### config.mk
export PLATFORM = sky130hd
export DESIGN_NAME = scl_clk_div
export DESIGN_NICKNAME = d
export VERILOG_FILES = /design/src/rtl/scl_div_pkg.sv /design/src/rtl/scl_cfg_decode.sv /design/src/rtl/scl_phase_gen.sv /design/src/rtl/scl_clk_div.sv
export SDC_FILE = /design/constraint.sdc
export NUM_CORES = 1
export LEC_CHECK = 0
export CORE_AREA = 2 2 125 127
export CTS_CLUSTER_SIZE = 16
export DETAILED_ROUTE_END_ITERATION = 6
export DIE_AREA = 0 0 127 129
export GPL_TIMING_DRIVEN = 0
export HOLD_SLACK_MARGIN = 0.08
export PLACE_DENSITY = 0.49
export SLEW_MARGIN = 15
export SYNTH_ARGS = -nofsm -noshare
export SYNTH_HDL_FRONTEND = slang
export SYNTH_HIERARCHICAL = 1
export SYNTH_SLANG_ARGS = --single-unit
### constraint.sdc
create_clock -name clk -period 2.9 [get_ports clk]
set_clock_uncertainty 0.2 [all_clocks]
set_input_delay 0.29 -clock clk [delete_from_list [all_inputs] [get_ports clk]]
set_output_delay 0.29 -clock clk [all_outputs]
set_load 0.02 [all_outputs]
### src/rtl/scl_div_pkg.sv
package scl_div_pkg;

    typedef enum logic [1:0] {
        PH_IDLE = 2'd0,
        PH_LOW  = 2'd1,
        PH_HIGH = 2'd2
    } scl_phase_e;

    // Smallest divider value that yields a usable period
    localparam int unsigned MIN_DIV = 2;

    // Phase length offsets over the divider value
    localparam int unsigned STD_LOW_ADD  = 3;
    localparam int unsigned FAST_LOW_ADD = 4;
    localparam int unsigned HIGH_ADD     = 2;

endpackage

### src/rtl/scl_cfg_decode.sv
module scl_cfg_decode
    import scl_div_pkg::*;
#(
    parameter int REG_W   = 8,
    parameter int CC_LO_W = 7,
    parameter int CC_HI_W = 5,
    parameter int CNT_W   = CC_LO_W + CC_HI_W + 2
) (
    input  logic [REG_W-1:0] lo_cfg,
    input  logic [REG_W-1:0] hi_cfg,
    output logic             legal,
    output logic [CNT_W-1:0] low_len,
    output logic [CNT_W-1:0] high_len
);
    localparam int CC_W     = CC_LO_W + CC_HI_W;
    localparam int MODE_BIT = REG_W - 1;

    logic [CC_W-1:0]  cc;
    logic [CNT_W-1:0] cc_x;
    logic             fast;

    always_comb begin
        cc       = {hi_cfg[CC_HI_W-1:0], lo_cfg[CC_LO_W-1:0]};
        fast     = lo_cfg[MODE_BIT];
        cc_x     = CNT_W'(cc);
        legal    = (cc_x >= CNT_W'(MIN_DIV));
        high_len = cc_x + CNT_W'(HIGH_ADD);
        if (fast) begin
            low_len = (cc_x << 1) + CNT_W'(FAST_LOW_ADD);
        end else begin
            low_len = cc_x + CNT_W'(STD_LOW_ADD);
        end
    end

endmodule

### src/rtl/scl_phase_gen.sv
module scl_phase_gen
    import scl_div_pkg::*;
#(
    parameter int CNT_W = 14
) (
    input  logic             clk,
    input  logic             rst_n,
    input  logic             cfg_legal,
    input  logic [CNT_W-1:0] cfg_low_len,
    input  logic [CNT_W-1:0] cfg_high_len,
    input  logic             scl_in,
    output logic             low_en,
    output logic             high_en,
    output logic             fall_stb,
    output logic             sample_stb,
    output logic             bad
);
    typedef struct packed {
        scl_phase_e       ph;
        logic [CNT_W-1:0] cnt;
        logic [CNT_W-1:0] low_len;
        logic [CNT_W-1:0] high_len;
        logic             bad;
    } gen_state_t;

    gen_state_t st_d, st_q;

    logic low_last;
    logic high_last;

    always_comb begin
        st_d      = st_q;
        st_d.bad  = ~cfg_legal;
        low_last  = (st_q.cnt == st_q.low_len - CNT_W'(1));
        high_last = (st_q.cnt == st_q.high_len - CNT_W'(1));
        case (st_q.ph)
            PH_IDLE: begin
                if (cfg_legal) begin
                    st_d.ph       = PH_LOW;
                    st_d.cnt      = '0;
                    st_d.low_len  = cfg_low_len;
                    st_d.high_len = cfg_high_len;
                end
            end
            PH_LOW: begin
                if (low_last) begin
                    st_d.ph  = PH_HIGH;
                    st_d.cnt = '0;
                end else begin
                    st_d.cnt = st_q.cnt + CNT_W'(1);
                end
            end
            PH_HIGH: begin
                if (!scl_in) begin
                    st_d.cnt = st_q.cnt;
                end else if (high_last) begin
                    st_d.cnt = '0;
                    if (cfg_legal) begin
                        st_d.ph       = PH_LOW;
                        st_d.low_len  = cfg_low_len;
                        st_d.high_len = cfg_high_len;
                    end else begin
                        st_d.ph = PH_IDLE;
                    end
                end else begin
                    st_d.cnt = st_q.cnt + CNT_W'(1);
                end
            end
            default: begin
                st_d.ph  = PH_IDLE;
                st_d.cnt = '0;
            end
        endcase
    end

    always_ff @(posedge clk or negedge rst_n) begin
        if (!rst_n) begin
            st_q <= '{ph: PH_IDLE, cnt: '0, low_len: '0, high_len: '0, bad: 1'b0};
        end else begin
            st_q <= st_d;
        end
    end

    assign low_en     = (st_q.ph == PH_LOW);
    assign high_en    = (st_q.ph == PH_HIGH);
    assign fall_stb   = (st_q.ph == PH_LOW) && (st_q.cnt == '0);
    assign sample_stb = (st_q.ph == PH_HIGH) && scl_in &&
                        (st_q.cnt == (st_q.high_len >> 1));
    assign bad        = st_q.bad;


    hold_stretch_chk: assert property (@(posedge clk) disable iff (!rst_n)
        (st_q.ph == PH_HIGH && !scl_in) |=> (st_q.ph == PH_HIGH && $stable(st_q.cnt)));


    idle_bad_chk: assert property (@(posedge clk) disable iff (!rst_n)
        (st_q.ph == PH_IDLE && !cfg_legal) |=> (st_q.ph == PH_IDLE));


    len_stable_chk: assert property (@(posedge clk) disable iff (!rst_n)
        (st_q.ph == PH_LOW && !low_last) |=> ($stable(st_q.low_len) && $stable(st_q.high_len)));


    onehot_phase_chk: assert property (@(posedge clk) disable iff (!rst_n)
        $onehot0({low_en, high_en}));


    cnt_bound_chk: assert property (@(posedge clk) disable iff (!rst_n)
        (st_q.ph == PH_HIGH) |-> (st_q.cnt < st_q.high_len));

endmodule

### src/rtl/scl_clk_div.sv
module scl_clk_div
    import scl_div_pkg::*;
#(
    parameter int REG_W   = 8,
    parameter int CC_LO_W = 7,
    parameter int CC_HI_W = 5
) (
    input  logic             clk,
    input  logic             rst_n,
    input  logic [REG_W-1:0] div_lo_cfg,
    input  logic [REG_W-1:0] div_hi_cfg,
    input  logic             scl_in,
    output logic             scl_low_en,
    output logic             scl_high_en,
    output logic             scl_fall_stb,
    output logic             scl_sample_stb,
    output logic             cfg_bad
);
    localparam int CNT_W = CC_LO_W + CC_HI_W + 2;

    logic             legal;
    logic [CNT_W-1:0] low_len;
    logic [CNT_W-1:0] high_len;

    scl_cfg_decode #(
        .REG_W  (REG_W),
        .CC_LO_W(CC_LO_W),
        .CC_HI_W(CC_HI_W),
        .CNT_W  (CNT_W)
    ) u_dec (
        .lo_cfg  (div_lo_cfg),
        .hi_cfg  (div_hi_cfg),
        .legal   (legal),
        .low_len (low_len),
        .high_len(high_len)
    );

    scl_phase_gen #(
        .CNT_W(CNT_W)
    ) u_gen (
        .clk         (clk),
        .rst_n       (rst_n),
        .cfg_legal   (legal),
        .cfg_low_len (low_len),
        .cfg_high_len(high_len),
        .scl_in      (scl_in),
        .low_en      (scl_low_en),
        .high_en     (scl_high_en),
        .fall_stb    (scl_fall_stb),
        .sample_stb  (scl_sample_stb),
        .bad         (cfg_bad)
    );

endmodule

Yosys cells after proc, flatten, opt, wreduce, memory -nomap -nowiden
Cells that the tools add are included.

Flip-flop bits (word level): 45. Input bits: 19. Output and inout bits: 5. Logic and storage cells: 46.

Add/subtract/negate cells: 6. Magnitude comparators: 1. Eq/ne operators: 10. Multiplexer cells: 14. Bitwise operators: 1. Reductions and logical operators: 9.

Operators by type and width (count): $mux W28 (3); $mux W14 (4); $pmux W28 S2 (1); $pmux W16 S3 (1); $mux W44 (1); $eq A14 B14 Y1 (2); $sub A14 B1 Y14 const B (2); $add A12 B2 Y13 const B (2); $add A13 B3 Y14 const B (1); $add A14 B1 Y14 const B (1); $eq A14 B13 Y1 (1); $logic_not A14 Y1 (1); $ge A12 B2 Y1 const B (1); $ne A2 B1 Y1 const B (4); $mux W2 (3); $reduce_and A5 Y1 (1); $reduce_and A4 Y1 (1); $logic_and A1 B1 Y1 (3); $eq A2 B1 Y1 const B (1); $eq A2 B2 Y1 const B (1); $logic_not A2 Y1 (1); $ne A2 B2 Y1 const B (1); $reduce_and A2 Y1 (1); $reduce_bool A2 Y1 (1); 2 further kinds (2).

Depth between registers and ports, before layout
Depth after elaboration: 6. Mapped depth: 11. Depth with buffers taken out: 10.

By module
Netlist, hierarchy kept.

By module, submodules not included: scl_phase_gen (times used 1, cells an instance 343, area an instance 3230.6 um^2, seq. area each 1126.1 um^2); scl_cfg_decode (times used 1, cells an instance 86, area an instance 620.6 um^2, seq. area each 0.0 um^2).

Worst setup path after synthesis
No wires, ideal clock.

Kind: register -> register. From: reg u_gen/st_q[3] in the netlist's numbering. To: reg u_gen/st_q[18] in the netlist's numbering. Library setup time: 0.125 ns. Arrival time: 2.715 ns. Required time: 2.575 ns. Setup slack: -0.140 ns. Stages on the path, launching flop included: 11. Buffers on the path: 3. Period minus slack after synthesis: 3.040 ns. Cells stage by stage: dfrtp_1 > buf_6 > or4_4 > or4_1 > o21ai_1 > nand4_1 > o31ai_2 > nand3b_1 > buf_6 > buf_6 > mux2_4.

Word-level cells in the longest chain between the ends: 4.

RTL lines: start: declaration (RTL line scl_phase_gen.sv:26) `gen_state_t st_d, st_q;`; start signal: assignment (RTL line scl_phase_gen.sv:78) `st_q <= '{ph: PH_IDLE, cnt: '0, low_len: '0, high_len: '0, bad: 1'b0};`; start signal: assignment (RTL line scl_phase_gen.sv:80) `st_q <= st_d;`; $sub A14 B1 Y14 (RTL line scl_phase_gen.sv:35) `high_last = (st_q.cnt == st_q.high_len - CNT_W'(1));`; $eq A14 B14 Y1 (RTL line scl_phase_gen.sv:35); $ne A2 B1 Y1 (no line); $reduce_and A5 Y1 (no line).

Every way passes these cells. A chain may end at the register's enable or synchronous reset.

Final worst setup path
From: reg u_gen/st_q[4] in the netlist's numbering. To: reg u_gen/st_q[18] in the netlist's numbering.

Same word-level chain as after synthesis.

==> results.md <==
* Warnings from Yosys at 6
* Worst vdd ir at ~0.32 mV
* H-tree depth at 2
* DRC at 0
* RSZ-0062 raised after global routing: true
* Avg Inst Size Synth at 8.98 sq um
* Area of the multi-input gates at 0.00272 sq mm
* Yosys top cell area share at between 20% and 30%
* Required time of the worst setup path at between 2000 and 3000 ps
* Final WS setup at -337 ps
* Share of cells above drive strength 1 at 28.9%
* Iter 0 DRT Violations at about 210
* Initial Util at between 20% and 30%
* DIE HEIGHT at 129 um
* Post-Syn Instances at between 400 and 500
* Async SR Flop Fraction at between 90% and 100%
* CTS Buf Count at 5
* Clock buffer depth at 2
* Core area at between 0.01 and 0.015 sq mm
* Initial antenna violation count at 0
* Mapped Area at 0.00385 sq mm
* Final Critical Period at approximately 3200 ps
* Clock Power Share at between 10% and 20%
* Die area at 0.0164 sq mm
* Largest net degree at the start of global routing at 32
* Worst hold slack at 264 ps
* Total wire length at around 11 mm
* Vias in the first global route at roughly 3.4k
* Max-Cap Viols at 0
* Tot Pwr at between 0.004 and 0.005 W
* Diode count at 0
* Most common cell in the netlist: dfrtp_1
* Yosys top cell by area: dfrtp_1
* Routed Antenna Nets at 0
* Total Routing Usage GR at roughly 14%
* Post-synthesis sequential area ratio at between 20% and 30%
* DP Wirelength at ~8.0 mm
* IO Port Bufs at 15
* Fmax at 309 MHz
* Number of I/O pins at 24
* Flops & latches, synth at between 40 and 50
* Worst reg2reg path depth at 9
* Sequential power share at roughly 27%
* Top_reg_cell synth: dfrtp_1
* CP max FO at 5
* First-pass GRT wire length at around 18 mm
* Sequential cell area at ~0.0011 sq mm
* CTS clock-pin slew for the worst setup and hold paths at around 70 ps
* Routability Congestion at about 0.85
* Cell Int Power at 0.00268 W
* Worst Hold Class: in2async
* # setup viols final at 34
* Dpl ws at -464 ps
* Ranking of synthesized cells by area: dfrtp_1, xnor2_1, xor2_1, mux2_2, mux2_4
* Relative slew slack at a little under three fifths
* CP Launch Type: flip-flop
* Comb power frac at between 50% and 60%
* Syn-to-layout area delta at 29.0%
* Count of final hold-check violations at 0
* Non-filler cells, final at between 600 and 700
* Fillers at approximately 1.6k
* Grt ovf at 0
* Measured slew at the worst slew-check pin at about 650 ps
* List of most frequent post-synthesis cells: dfrtp_1, xnor2_1, nor2_1, xor2_1, clkbuf_1
* Root buffer selected by CTS: clkbuf_16
* Failing checks: setup timing
* CTS tree: yes
* Sw power at about 0.0018 W
* Status: finished, violations left
* Mean number of vias per cell at approximately 4.9
* EDFF count, synth at 0
* Net Sw Frac at between 40% and 50%
* Setup crit end kind: flip-flop
* Clk Latency, worst-skew pair at roughly 300 ps
* Die Span X at between 100 and 150 um
* Total Nets Final at 500
* Crit Path Category: reg2reg
* Clock Sinks at 45
* Final period utilization at 112%
* WL/cell at roughly 17 um
* PD cells at between 900 and 1000 mW/mm^2
* Post-Place Cells at about 630
* Critical path arrival at around 3200 ps
* DRT Pass-1 Iters at 4
* DR vias at ~3.3k
* Final Slew Violations at 0
* Leak at between 1.5 and 2 nW
* Syn_nets at 456
* Synth cell types at between 60 and 70
* FP Rows at 45
-- per-stage QoR --
step | setup TNS (ps) | cell area [sq um] | util (%)
after floorplan | -1210 | 3870 | -
after global placement | -14990 | 4260 | 28.4
after detailed placement | -14370 | 4270 | 28.5
after CTS | -8640 | 4830 | 32.3
after global routing | -14080 | 4970 | 33.2
final | -8620 | 4970 | 33.2
-- worst max-delay path, cell delays in order, from the launching register on --
cell,delay (ps)
dfrtp_1,400
or4_4,540
or4_1,510
o21ai_1,140
nand4_1,180
o31ai_2,310
nand3b_1,200
buf_6,190
clkbuf_16,160
mux2_4,290
-- final timing paths --
check	startpoint	end	slack, ps
max	u_gen/st_q[4]	u_gen/st_q[18]	-340
min	rst_n	u_gen/st_q[30]	260
max reg2reg	u_gen/st_q[4]	u_gen/st_q[18]	-340
min reg2reg	u_gen/st_q[28]	u_gen/st_q[28]	340
max in group asynchronous	rst_n	u_gen/st_q[7]	1710
min in group clk	div_lo_cfg[7]	u_gen/st_q[15]	300
-- power groups by stage --
stage | clock (W) | combinational (W) | sequential (W)
2_1_floorplan | 0 | 0.00161 | 0.00104
3_3_place_gp | 0 | 0.00197 | 0.00112
3_5_place_dp | 0 | 0.00201 | 0.00113
4_1_cts | 0.000693 | 0.00239 | 0.00118
5_1_grt | 0.000719 | 0.00279 | 0.00126
6_report | 0.000677 | 0.00259 | 0.00121
-- per-layer routing --
layer / up-vias / GRT usage [%] / wire (um)
met5: - / 0 / 0
met2: 60 / 23.2 / 5190
met3: 9 / 2.45 / 408
li1: 1610 / - / -
met1: 1592 / 19.5 / 5430
met4: 0 / 3.17 / 141
-- cells in the final DEF (no fill, tap or decap), types with 3 or more instances in the layout --
master / n
clkbuf_4: 3
nor2b_1: 5
o211ai_1: 6
and3_1: 12
or2_2: 3
dfrtp_2: 5
buf_4: 23
nand3_1: 16
a211oi_1: 3
nor2_1: 33
o21ai_1: 3
clkdlybuf4s50_1: 13
nor4_2: 3
nand4_1: 7
mux2_4: 10
nor4_1: 11
xnor2_1: 36
or4_4: 3
a221oi_4: 3
inv_1: 13
o21ai_0: 16
clkbuf_16: 7
mux2_2: 23
nor3_1: 13
xor2_1: 33
buf_2: 5
buf_12: 3
dfrtp_1: 40
buf_6: 6
clkbuf_1: 13
ha_1: 7
buf_8: 3
and2_1: 4
a221oi_2: 7
nand2_1: 16
a21oi_1: 6
-- registers in the layout, summed over array words and instances, names as in the netlist --
signal      flops
u_gen/bad       1
u_gen/st_q     44
-- final cells by class --
cell class	count	area share, %
buffer	30	3.95
clock buffer	5	2.52
clock inverter	3	0.957
inverter	14	1.06
multi-input combinational	332	54.8
sequential	45	22.8
tap	188	4.74
timing repair buffer	45	9.14
-- what timing repair did --
| action | 4_1_cts | 5_1_grt |
|---|---|---|
| hold buffers | 1 | 0 |
| setup buffers | 23 | 5 |
| gates resized for setup | 47 | 27 |
| endpoints found under the hold margin | 34 | 0 |
| cloned | 1 | 2 |
| pin swaps | 13 | 19 |
| setup endpoints to repair | 45 | 46 |
-- logic make-up (layout without fill, tap and decap cells) --
logic type                 count (synthesis)  after routing  share of synthesized area (%)
DFF                                       45             45                           29.2
AOI/OAI and AO/OA                         66             66                           12.0
and+or+nand+nor                          152            152                           22.9
muxes                                     35             35                           11.0
buffers and inverters                     52             97                           6.21
other                                      1              1                         0.0974
adders and majority gates                  9              9                           2.86
xor gates and xnor gates                  69             69                           15.7
(Power assumes the default switching activity.)
